===== config.mk =====
export PLATFORM = sky130hd
export DESIGN_NAME = icd_cycle_div
export DESIGN_NICKNAME = d
export VERILOG_FILES = /design/src/rtl/icd_pkg.sv /design/src/rtl/icd_prescale3.sv /design/src/rtl/icd_binstage.sv /design/src/rtl/icd_selctrl.sv /design/src/rtl/icd_cycle_div.sv
export SDC_FILE = /design/constraint.sdc
export NUM_CORES = 1
export LEC_CHECK = 0
export BUFFER_PORTS_ARGS = -buffer_cell sky130_fd_sc_hd__buf_2
export CAP_MARGIN = 0
export CORE_MARGIN = 2
export CORE_UTILIZATION = 40
export CTS_CLUSTER_DIAMETER = 200
export DETAILED_ROUTE_END_ITERATION = 12
export GPL_TIMING_DRIVEN = 0
export PLACE_DENSITY = 0.57
export SLEW_MARGIN = 20
export SYNTH_ARGS = -nofsm -noshare
export SYNTH_HDL_FRONTEND = slang
export SYNTH_SLANG_ARGS = --single-unit

===== constraint.sdc =====
create_clock -name clk -period 2.8 [get_ports clk]
set_clock_uncertainty 0.05 [all_clocks]
set_input_delay 0.14 -clock clk [delete_from_list [all_inputs] [get_ports clk]]
set_output_delay 0.14 -clock clk [all_outputs]
set_load 0.05 [all_outputs]

===== src/rtl/icd_pkg.sv =====
package icd_pkg;

    // Phases of the divide-by-three prescaler
    typedef enum logic [1:0] {
        PRE_PH0 = 2'd0,
        PRE_PH1 = 2'd1,
        PRE_PH2 = 2'd2
    } pre_state_e;

    // Whether a ratio change is waiting for the next boundary
    typedef enum logic {
        SEL_STEADY  = 1'b0,
        SEL_PENDING = 1'b1
    } sel_state_e;

endpackage


===== src/rtl/icd_prescale3.sv =====
module icd_prescale3
    import icd_pkg::*;
(
    input  logic clk,
    input  logic rst_n,
    output logic tick
);

    pre_state_e state_q;
    pre_state_e state_d;

    // State register
    always_ff @(posedge clk or negedge rst_n) begin
        if (!rst_n) begin
            state_q <= PRE_PH0;
        end else begin
            state_q <= state_d;
        end
    end

    // Next-state logic: a plain ring of three phases
    always_comb begin
        state_d = state_q;
        unique case (state_q)
            PRE_PH0: state_d = PRE_PH1;
            PRE_PH1: state_d = PRE_PH2;
            PRE_PH2: state_d = PRE_PH0;
            default: state_d = PRE_PH0;
        endcase
    end

    // Output: the last phase closes one group of three clocks
    always_comb begin
        tick = 1'b0;
        unique case (state_q)
            PRE_PH0: tick = 1'b0;
            PRE_PH1: tick = 1'b0;
            PRE_PH2: tick = 1'b1;
            default: tick = 1'b0;
        endcase
    end

endmodule


===== src/rtl/icd_binstage.sv =====
module icd_binstage #(
    parameter int SEL_W = 4,
    parameter int BIN_W = 8
) (
    input  logic             clk,
    input  logic             rst_n,
    input  logic             adv,
    input  logic             wrap,
    input  logic [SEL_W-1:0] sel,
    output logic             last
);

    logic [BIN_W-1:0] cnt_q;
    logic [BIN_W-1:0] limit;

    // Terminal count is 2^sel - 1: bit i is set when sel exceeds i
    for (genvar gi = 0; gi < BIN_W; gi++) begin : g_limit
        assign limit[gi] = (32'(sel) > gi);
    end

    always_ff @(posedge clk or negedge rst_n) begin
        if (!rst_n) begin
            cnt_q <= '0;
        end else if (wrap) begin
            cnt_q <= '0;
        end else if (adv) begin
            cnt_q <= cnt_q + 1'b1;
        end
    end

    assign last = (cnt_q == limit);

endmodule


===== src/rtl/icd_selctrl.sv =====
module icd_selctrl
    import icd_pkg::*;
#(
    parameter int SEL_W    = 4,
    parameter int MAX_CODE = 8
) (
    input  logic             clk,
    input  logic             rst_n,
    input  logic             load,
    input  logic [SEL_W-1:0] code,
    input  logic             boundary,
    output logic [SEL_W-1:0] active
);

    sel_state_e       state_q;
    sel_state_e       state_d;
    logic [SEL_W-1:0] pend_q;
    logic [SEL_W-1:0] act_q;
    logic             code_ok;
    logic             take;

    assign code_ok = (code <= SEL_W'(MAX_CODE));
    assign take    = load && code_ok;

    // State register
    always_ff @(posedge clk or negedge rst_n) begin
        if (!rst_n) begin
            state_q <= SEL_STEADY;
        end else begin
            state_q <= state_d;
        end
    end

    // Next-state logic
    always_comb begin
        state_d = state_q;
        unique case (state_q)
            SEL_STEADY: begin
                if (take) state_d = SEL_PENDING;
            end
            SEL_PENDING: begin
                if (boundary && !take) state_d = SEL_STEADY;
            end
            default: state_d = SEL_STEADY;
        endcase
    end

    // Output registers: pending capture and boundary-aligned apply
    always_ff @(posedge clk or negedge rst_n) begin
        if (!rst_n) begin
            pend_q <= '0;
            act_q  <= '0;
        end else begin
            if (take) pend_q <= code;
            unique case (state_q)
                SEL_STEADY:  act_q <= act_q;
                SEL_PENDING: if (boundary) act_q <= pend_q;
                default:     act_q <= act_q;
            endcase
        end
    end

    assign active = act_q;

endmodule


===== src/rtl/icd_cycle_div.sv =====
module icd_cycle_div #(
    parameter int SEL_W        = 4,
    parameter int NUM_SETTINGS = 9
) (
    input  logic             clk,
    input  logic             rst_n,
    input  logic [SEL_W-1:0] sel_in,
    input  logic             sel_load,
    output logic             cyc_en,
    output logic [SEL_W-1:0] sel_active
);

    localparam int MAX_CODE = NUM_SETTINGS - 1;
    localparam int BIN_W    = (MAX_CODE > 0) ? MAX_CODE : 1;

    logic             pre_tick;
    logic             bin_last;
    logic             boundary;
    logic             en_q;
    logic [SEL_W-1:0] act;

    icd_prescale3 u_pre (
        .clk   (clk),
        .rst_n (rst_n),
        .tick  (pre_tick)
    );

    assign boundary = pre_tick && bin_last;

    icd_binstage #(
        .SEL_W (SEL_W),
        .BIN_W (BIN_W)
    ) u_bin (
        .clk   (clk),
        .rst_n (rst_n),
        .adv   (pre_tick),
        .wrap  (boundary),
        .sel   (act),
        .last  (bin_last)
    );

    icd_selctrl #(
        .SEL_W    (SEL_W),
        .MAX_CODE (MAX_CODE)
    ) u_sel (
        .clk      (clk),
        .rst_n    (rst_n),
        .load     (sel_load),
        .code     (sel_in),
        .boundary (boundary),
        .active   (act)
    );

    // Registered enable: high in the cycle after the closing edge
    always_ff @(posedge clk or negedge rst_n) begin
        if (!rst_n) begin
            en_q <= 1'b0;
        end else begin
            en_q <= boundary;
        end
    end

    assign cyc_en     = en_q;
    assign sel_active = act;

endmodule


==> results.py <==
metrics = {
    "min_path": {
        "hp-class": "in2reg",
    },
    "setup_path": {
        "worstSetupEndpoint": "u_bin.cnt_q[0]$_DFFE_PN0P_",
        "crit_path_start": "u_sel.active[2]$_DFFE_PN0P_",
        "crit_fanout": 10,
        "required_ps": 2930,
        "critPathCaptureType": "register",
        "regToRegEndpoint": "u_bin.cnt_q[0]$_DFFE_PN0P_",
        "worst_r2r_path_depth": 8,
        "timing.rr.start": "u_sel.active[2]$_DFFE_PN0P_",
        "crit_arrival_ps": 2270,
        "crit_type": "reg2reg",
        "cp-start-kind": "register",
        "ff2ff_setup_slack_ps": 660,
    },
    "cts": {
        "clkLatencyLatePin_ps": 300,
        "clk_root_buffer_cell": "clkbuf_4",
        "cts_tree": "built",
        "cts.htree.levels": 1,
        "cts.sinks": 20,
        "cts.clk_slew.worst_paths_ps": 110,
        "numCtsBuffers": 3,
        "cts_setup_buffers": 0,
        "cts_buffer_depth": 2,
    },
    "job": {
        "maxCapViolations": 0,
    },
    "routing": {
        "vias": 724,
        "avgRoutedWirePerCell_um": 13.2,
        "ant_nets": 0,
        "vias_per_cell": 5.17,
        "dr.pass1.iters": 4,
        "detail_route.iter0.violations": 13,
        "finalWirelength_um": 1840,
        "drc_errors": 0,
    },
    "logic_synthesis": {
        "ys_seq_area_share_pct": 50.6,
        "synth_cells": 94,
        "synthXorXnorAreaFrac_pct": 7.97,
        "synthMostInstantiatedCell": "dfrtp_1",
        "synth-compound-area-share_pct": 8.10,
        "synth_top_family_by_area": "simple AND/OR/NAND/NOR gates",
        "synthMuxAreaShare_pct": 10.1,
        "yosys.area.top_type": "dfrtp_1",
        "synth_top_area_share_pct": 50.6,
        "synth_fp_nets": 102,
        "ys_ff_latch": 20,
        "syn_avg_cell_area_um2": 10.5,
        "synth_edf_count": 0,
        "synth_cell_types": 29,
        "yosys_warnings": 0,
        "synth_flop_cell": "dfrtp_1",
        "synth.area.top_cells": "dfrtp_1 (51%), mux2_2 (9.1%), xor2_1 (5.3%), nand2_1 (3.8%), nor2_1 (3.4%)",
        "synth-adder-area-share_pct": 1.27,
        "syn-cell-area_um2": 988,
        "synth_common_cells": "dfrtp_1 (20), nand2_1 (10), nor2_1 (9), mux2_2 (8), xor2_1 (6)",
        "synthArstFlopShare_pct": 100,
        "yosys.area_share.simple_pct": 17.8,
    },
    "global_routing": {
        "grt_pass1_vias": 741,
        "antenna_found_initial": 0,
        "grt_use_met3_pct": 3.33,
        "track_usage_pct": 16.0,
        "met1_usage_pct": 23.2,
        "use_met2_pct": 23.2,
        "grt_pass1_wl_um": 3330,
        "overflow": 0,
        "top_usage_layer": "met1",
        "grt_max_degree": 21,
    },
    "finish": {
        "layout.nets": 119,
        "instances_no_fill": 140,
        "area_growth_pct": 14.1,
        "layout-drive-gt1-share_pct": 24.5,
        "antenna_cells": 0,
        "final_cell_area_um2": 1130,
        "fillerInstances": 224,
        "final_core_util_pct": 46.8,
    },
    "placement": {
        "placedInstanceArea_um2": 1080,
        "dp.cells": 135,
        "dp_slack_ps": 669,
        "port-buffer-count": 11,
        "place_congestion": 0.731,
        "dp_hpwl_um": 1300,
    },
    "power_and_ir_drop": {
        "p_per_area_nw_per_um2": 955,
        "power.total_mw": 1.08,
        "leakage_nw": 0.503,
        "irDropWorstVdd_mv": 0.549,
    },
    "timing": {
        "finalHoldViolations": 0,
        "relSlewSlack_pct": 70.2,
        "whs_ps": 37.1,
        "fmax_ghz": 0.467,
        "slew_viol_final": 0,
        "fin_crit_ps": 2140,
        "finalCritPeriodShare_pct": 76.5,
        "finalWorstSetupSlack_ps": 658,
        "fin_tns_setup_ps": 0,
        "rsz0062_at_grt": "no",
        "setup_viol": 0,
        "worst_pin_slew_ps": 446,
    },
    "floorplan": {
        "coreArea_um2": 2410,
        "die-area_um2": 2880,
        "start_util_pct": 41.0,
        "die_y_um": 53.7,
        "core.rowCount": 18,
        "ios": 12,
        "dieWidth_um": 53.7,
    },
    "outcome": {
        "outcome": "finished clean",
    },
}
worst max-delay path, stage by stage (launching register included):
cell,delay [ps]
dfrtp_1,400
buf_6,140
or3_1,370
nor4_1,170
a31oi_1,90
a221oi_2,320
buf_2,270
nand2b_1,130
mux2i_1,70
sequential cells by signal (all words and copies together), names as in the netlist:
name	cells
u_bin.cnt_q	8
u_sel.active	4
u_sel.pend_q	4
u_pre.state_q	2
cyc_en	1
u_sel.state_q	1
power breakdown:
part,internal [mW],switching [mW]
registers,0.363,0.0840
clock network,0.0793,0.0880
logic,0.175,0.288
total,0.617,0.460
routing by layer:
layer,part of all wire [%],up-vias
li1,-,360
met1,52,347
met2,44,15
met3,3.0,2
met4,0.87,0
met5,0,-
how the worst min path moves through the flow:
| stage | startpoint | end | slack [ps] | depth (start not counted) |
|---|---|---|---|---|
| 3_3_place_gp | rst_n | u_bin.cnt_q[2]$_DFFE_PN0P_ | 60 | 1 |
| 3_5_place_dp | rst_n | u_bin.cnt_q[2]$_DFFE_PN0P_ | 70 | 1 |
| 5_1_grt | sel_in[2] | u_sel.pend_q[2]$_DFFE_PN0P_ | 20 | 2 |
| 6_report | sel_in[2] | u_sel.pend_q[2]$_DFFE_PN0P_ | 40 | 2 |
| 2_1_floorplan | rst_n | cyc_en$_DFF_PN0_ | -210 | 0 |
| 4_1_cts | sel_in[0] | u_sel.pend_q[0]$_DFFE_PN0P_ | 30 | 2 |
area by class of cell:
cell class / count / area, µm² / area share [%]
buffer: 6 / 32.5 / 2.89
clock buffer: 4 / 36.3 / 3.22
inverter: 2 / 7.51 / 0.666
multi-input combinational: 66 / 448 / 39.7
sequential: 20 / 500 / 44.4
tap: 30 / 37.5 / 3.33
timing repair buffer: 12 / 65.1 / 5.77
cells in the final DEF (no fill, tap or decap), types with 2 or more instances in the layout:
| cell type | count |
|---|---|
| buf_2 | 13 |
| clkbuf_1 | 3 |
| clkbuf_4 | 3 |
| dfrtp_1 | 20 |
| inv_1 | 2 |
| mux2_2 | 8 |
| nand2_1 | 10 |
| nand3_1 | 3 |
| nand4_1 | 3 |
| nor2_1 | 9 |
| nor2b_1 | 2 |
| nor3_1 | 2 |
| nor4_1 | 3 |
| o21ai_0 | 3 |
| o31ai_1 | 2 |
| xnor2_1 | 3 |
| xor2_1 | 6 |
what timing repair did:
action                                 CTS  global route
hold buffers                             1             0
endpoints found under the hold margin   20             0
resized for setup                        0             0
cell families (layout without fill, tap and decap cells):
kind of cell	after synthesis	in the layout
AOI/OAI and AO/OA	11	11
xor gates and xnor gates	9	9
adders and majority gates	1	1
buffers and inverters	8	24
DFF	20	20
muxes	9	9
and+or+nand+nor	36	36
Note: power is estimated with default switching activity, not from simulation.
